<file path="src/rtl/cps_pkg.sv">
package cps_pkg;
  typedef enum logic [1:0] {
    PH_CTRL = 2'd0,  // next byte is a control byte
    PH_ONE  = 2'd1,  // one data byte, then control again
    PH_RUN  = 2'd2   // data bytes until the transfer ends
  } phase_t;

  localparam int CONT_BIT = 7;
  localparam int SEL_BIT  = 6;
endpackage

</file>
<file path="src/rtl/cps_phase_fsm.sv">
module cps_phase_fsm
  import cps_pkg::*;
(
  input  logic       clk,
  input  logic       rst_n,
  input  logic       xfer_start,
  input  logic       xfer_stop,
  input  logic       byte_vld,
  input  logic [7:0] byte_in,
  output phase_t     phase,
  output logic       sel,
  output logic       data_fire
);
  phase_t phase_d;
  logic   sel_d;
  logic   boundary;

  assign boundary  = xfer_start | xfer_stop;
  assign data_fire = byte_vld & ~boundary & (phase != PH_CTRL);

  always_comb begin
    phase_d = phase;
    sel_d   = sel;
    if (boundary) begin
      phase_d = PH_CTRL;
    end else if (byte_vld) begin
      unique case (phase)
        PH_CTRL: begin
          sel_d   = byte_in[SEL_BIT];
          phase_d = byte_in[CONT_BIT] ? PH_ONE : PH_RUN;
        end
        PH_ONE:  phase_d = PH_CTRL;
        PH_RUN:  phase_d = PH_RUN;
        default: phase_d = PH_CTRL;
      endcase
    end
  end

  always_ff @(posedge clk or negedge rst_n) begin
    if (!rst_n) begin
      phase <= PH_CTRL;
      sel   <= 1'b0;
    end else begin
      phase <= phase_d;
      sel   <= sel_d;
    end
  end
endmodule

</file>
<file path="src/rtl/cps_data_ptr.sv">
module cps_data_ptr #(
  parameter int PTR_MAX = 815,
  parameter int PW      = $clog2(PTR_MAX + 1)
) (
  input  logic          clk,
  input  logic          rst_n,
  input  logic          load,
  input  logic [PW-1:0] load_val,
  input  logic          adv,
  output logic [PW-1:0] ptr
);
  localparam logic [PW-1:0] TOP = PW'(PTR_MAX);

  logic [PW-1:0] ptr_d;
  logic          ptr_en;

  assign ptr_en = load | adv;

  always_comb begin
    if (load)            ptr_d = load_val;
    else if (ptr >= TOP) ptr_d = '0;
    else                 ptr_d = ptr + PW'(1);
  end

  always_ff @(posedge clk or negedge rst_n) begin
    if (!rst_n)      ptr <= '0;
    else if (ptr_en) ptr <= ptr_d;
  end
endmodule

</file>
<file path="src/rtl/ctrl_stream_parser.sv">
module ctrl_stream_parser
  import cps_pkg::*;
#(
  parameter int         PTR_MAX   = 815,
  parameter int         PW        = $clog2(PTR_MAX + 1),
  parameter logic [7:0] FILL_BYTE = 8'hFF
) (
  input  logic          clk,
  input  logic          rst_n,
  input  logic          xfer_start,
  input  logic          xfer_stop,
  input  logic          byte_vld,
  input  logic [7:0]    byte_in,
  input  logic          ptr_load,
  input  logic [PW-1:0] ptr_val,
  input  logic [7:0]    status_in,
  output logic          cmd_vld,
  output logic [7:0]    cmd_byte,
  output logic          ram_we,
  output logic [PW-1:0] ram_addr,
  output logic [7:0]    ram_wdata,
  output logic          rd_sel,
  output logic [7:0]    rd_byte
);
  phase_t        phase;
  logic          data_fire;
  logic          ram_fire;
  logic          cmd_fire;
  logic [PW-1:0] ptr_q;

  cps_phase_fsm u_fsm (
    .clk        (clk),
    .rst_n      (rst_n),
    .xfer_start (xfer_start),
    .xfer_stop  (xfer_stop),
    .byte_vld   (byte_vld),
    .byte_in    (byte_in),
    .phase      (phase),
    .sel        (rd_sel),
    .data_fire  (data_fire)
  );

  assign ram_fire = data_fire & rd_sel;
  assign cmd_fire = data_fire & ~rd_sel;

  cps_data_ptr #(.PTR_MAX(PTR_MAX), .PW(PW)) u_ptr (
    .clk      (clk),
    .rst_n    (rst_n),
    .load     (ptr_load),
    .load_val (ptr_val),
    .adv      (ram_fire),
    .ptr      (ptr_q)
  );

  // Output stage: strobes every cycle, payload on enable
  logic          cmd_vld_d, ram_we_d;

  always_comb begin
    cmd_vld_d = cmd_fire;
    ram_we_d  = ram_fire;
  end

  always_ff @(posedge clk or negedge rst_n) begin
    if (!rst_n) begin
      cmd_vld <= 1'b0;
      ram_we  <= 1'b0;
    end else begin
      cmd_vld <= cmd_vld_d;
      ram_we  <= ram_we_d;
    end
  end

  always_ff @(posedge clk or negedge rst_n) begin
    if (!rst_n)        cmd_byte <= '0;
    else if (cmd_fire) cmd_byte <= byte_in;
  end

  always_ff @(posedge clk or negedge rst_n) begin
    if (!rst_n) begin
      ram_wdata <= '0;
      ram_addr  <= '0;
    end else if (ram_fire) begin
      ram_wdata <= byte_in;
      ram_addr  <= ptr_q;
    end
  end

  assign rd_byte = rd_sel ? FILL_BYTE : status_in;
endmodule

</file>
<file path="config.mk">
export PLATFORM = sky130hd
export DESIGN_NAME = ctrl_stream_parser
export DESIGN_NICKNAME = d
export VERILOG_FILES = /design/src/rtl/cps_pkg.sv /design/src/rtl/cps_phase_fsm.sv /design/src/rtl/cps_data_ptr.sv /design/src/rtl/ctrl_stream_parser.sv
export SDC_FILE = /design/constraint.sdc
export NUM_CORES = 1
export LEC_CHECK = 0
export BUFFER_PORTS_ARGS = -buffer_cell sky130_fd_sc_hd__buf_2
export CAP_MARGIN = 0
export CORE_UTILIZATION = 49
export DETAILED_ROUTE_END_ITERATION = 8
export PLACE_DENSITY = 0.8
export RECOVER_POWER = 50
export SLEW_MARGIN = 5
export SYNTH_ARGS = -nofsm -noshare
export SYNTH_HDL_FRONTEND = slang
export SYNTH_SLANG_ARGS = --single-unit
</file>
<file path="constraint.sdc">
create_clock -name clk -period 2.08 [get_ports clk]
set_clock_uncertainty 0.1 [all_clocks]
set_input_delay 0.416 -clock clk [delete_from_list [all_inputs] [get_ports clk]]
set_output_delay 0.416 -clock clk [all_outputs]
set_load 0.01 [all_outputs]
</file>
==> results.ini <==
[outcome]
status=finished, final reports clean

[setup_path]
crit_path_end_kind=flip-flop
worst_path_max_delay_cell=dfrtp_1
crit_arrival_ns=2.06
rrSetupSlack_ns=0.12
crit_chain=ha_1 -> and3_1 -> o41ai_2 -> buf_4 -> nand4b_1 -> a32oi_1
reg2reg_to=u_ptr.ptr[5]
cp_max_fo=9
rr_startpoint=u_ptr.ptr[0]
critical_path_required_ns=2.18
critPathLaunchType=flip-flop
ff2ff_path_depth=6
max_stage_delay_ns=0.43
setup.worst_path.class=flip-flop to flip-flop

[timing]
drv_slew=0
fin_setup_tns_ns=0
final.period_utilization_pct=94.1
tightest_slew_ns=1.00
setup_viol=0
slew-limit-headroom_pct=33.2
clock.fmax_mhz=511
fin_crit_ns=1.96
hold_viol_final=0
rsz0062_at_grt=no

[logic_synthesis]
ys_seq_elements=41
netlist_instances=201
synth.most_common_cell=nand2_1
synth_area_mm2=0.00194
yosysSeqAreaShare_pct=52.8
synthTopCellsByCount=nand2_1, dfrtp_1, a21oi_1, o21ai_0, mux2_2
yosysTopAreaCell=dfrtp_1
synth_edf_count=0
postSynthAreaPerCell_um2=9.67
async_flop_share_pct=100
synthTopCellsByArea=dfrtp_1, nand2_1, mux2_2
synth_top_area_share_pct=52.8
synth_flop_cell=dfrtp_1
synth_nets=234
synth_cell_types=39
synth_warnings=0

[cts]
cts.path.max_buffers=2
cts_tree=built
clk-insertion-delay-late_ns=0.30
cts.clk_slew.worst_paths_ns=0.08
post_cts_buffers=0
root_buffer=clkbuf_8
htreeDepth=2
numCtsBuffers=5
cts_resized=0
clock_sinks=41
hold_buffers=0

[route]
drt_iter0_markers=161
viasPerCell=5.30
drtAntennaViolNets=0
drc_errors=0
num_vias=1700
routedWlPerCell_um=13.5
drt-pass1-iter-count=4
routed_wl_um=4330

[global_route]
grt_start_max_net_pins=42
gr-max-usage-layer=met2
grt_pass1_wl_um=7450
grt_pass1_vias=1689
grtUsageMet3_pct=5.81
use_met1_pct=29.8
grt_usage_pct=23.0
grt_overflow=0
antenna_found_initial=0
met2_usage_pct=37.5

[worst_hold_path]
min_to=u_fsm.phase[0]
hold_class=primary input to flip-flop
hold_start=xfer_stop
holdPathStages=2

[floorplanning]
core_mm2=0.00374
die_y_um=65.0
start_util_pct=51.9
row_count=22
ios=69
die_x_um=65.0
die-area_mm2=0.00422

[layout]
drive_gt1_share_pct=32.6
areaGrowthSynthToFinish_pct=24.5
nFillCells=331
finalNetCount=306
multi_input_area_um2=823
register_area_mm2=0.00103
fin_area_mm2=0.00242
antennaDiodeCount=0

[power]
power.leakage_nw=1.22
power_w=0.00200
peakVddDrop_mv=0.513
clkPwrFrac_pct=26.1
switching_share_pct=30.1
power.switching_w=0.000602
power_density_mw_per_mm2=828
p_int_w=0.00140
power.share.combinational_pct=22.7
power_frac_seq_pct=51.2

[placement]
place_area_mm2=0.00237
gp_congestion=0.870
place_hpwl_um=3150
io_buffers=68

[run]
max-cap-violations=0

[cell families after synthesis]
kind of cell,synth area share [%]
flip-flops,52.8
adder cells (fa/ha/maj),0.643
multiplexers,5.21
AND/OR/NAND/NOR,24.6
buffers and inverters,4.70
AO/OA/AOI/OAI,12.0
[state kept, by name (all words and copies together), names as in the netlist]
| name | cells |
|---|---|
| ram_addr | 10 |
| u_ptr.ptr | 10 |
| cmd_byte | 8 |
| ram_wdata | 8 |
| u_fsm.phase | 2 |
| cmd_vld | 1 |
| ram_we | 1 |
| u_fsm.sel | 1 |
[power by group through the flow]
| stage | sequential, W | combinational (W) | clock, W |
|---|---|---|---|
| 2_1_floorplan | 0.00107 | 0.000213 | 0 |
| 3_3_place_gp | 0.00104 | 0.000462 | 0 |
| 3_5_place_dp | 0.00104 | 0.000476 | 0 |
| 4_1_cts | 0.00103 | 0.000479 | 0.000536 |
| 5_1_grt | 0.00105 | 0.000511 | 0.000554 |
| 6_report | 0.00103 | 0.000455 | 0.000522 |
[area by class of cell]
class / count / area share (%)
clock buffers: 7 / 3.57
multi-input cells: 144 / 34.0
well taps: 48 / 2.48
repair buffers: 76 / 16.7
flip-flops and latches: 41 / 42.4
inverters: 5 / 0.827
[how the worst max path moves through the flow]
stage | slack, ns | from | cells after the start | to
final | 0.12 | u_ptr.ptr[0] | 6 | u_ptr.ptr[5]
after global routing | 0.008 | u_ptr.ptr[0] | 6 | u_ptr.ptr[5]
after CTS | 0.12 | u_ptr.ptr[0] | 6 | u_ptr.ptr[5]
after detailed placement | 0.06 | xfer_stop | 6 | u_ptr.ptr[5]
after global placement | 0.13 | xfer_stop | 6 | u_ptr.ptr[9]
after floorplan | 0.25 | xfer_stop | 4 | cmd_byte[0]
[metrics by stage]
step           hold WS, ns  utilization (%)  setup slack (ns)  instances
6_report             0.198             64.6             0.123        321
5_1_grt              0.215             64.6           0.00819        321
4_1_cts             0.0896             65.5             0.116        321
3_5_place_dp         0.357             63.2            0.0621        314
3_3_place_gp         0.354             63.2             0.135        314
2_1_floorplan       0.0204                -             0.248        201
[worst max-delay path: cells and delay by family (launching register included)]
family	cells	cell delay (ns)
AOI/OAI and AO/OA	2	0.52
DFF	1	0.43
and+or+nand+nor	2	0.31
adders and majority gates	1	0.26
buffers and inverters	1	0.25
[placed cells by master (no fill, tap or decap), types with 2 or more instances in the layout]
cell type	instances
a31oi_1	2
clkbuf_1	16
nor4b_1	2
buf_12	2
o21ai_0	10
o311ai_0	2
nand2_1	59
clkbuf_8	6
or2_2	8
a2bb2oi_1	3
buf_4	5
or3_1	2
inv_1	3
nand3_1	3
a32oi_1	3
dfrtp_1	41
a21oi_1	10
nor2_1	8
buf_2	53
nor3_1	7
mux2_2	9
[metal layers]
layer | part of all wire (%) | up-vias
li1 | - | 830
met2 | 49 | 64
met3 | 7.1 | 5
met1 | 43 | 801
met5 | 0 | -
met4 | 1.1 | 0
Note: power is estimated with default switching activity, not from simulation.
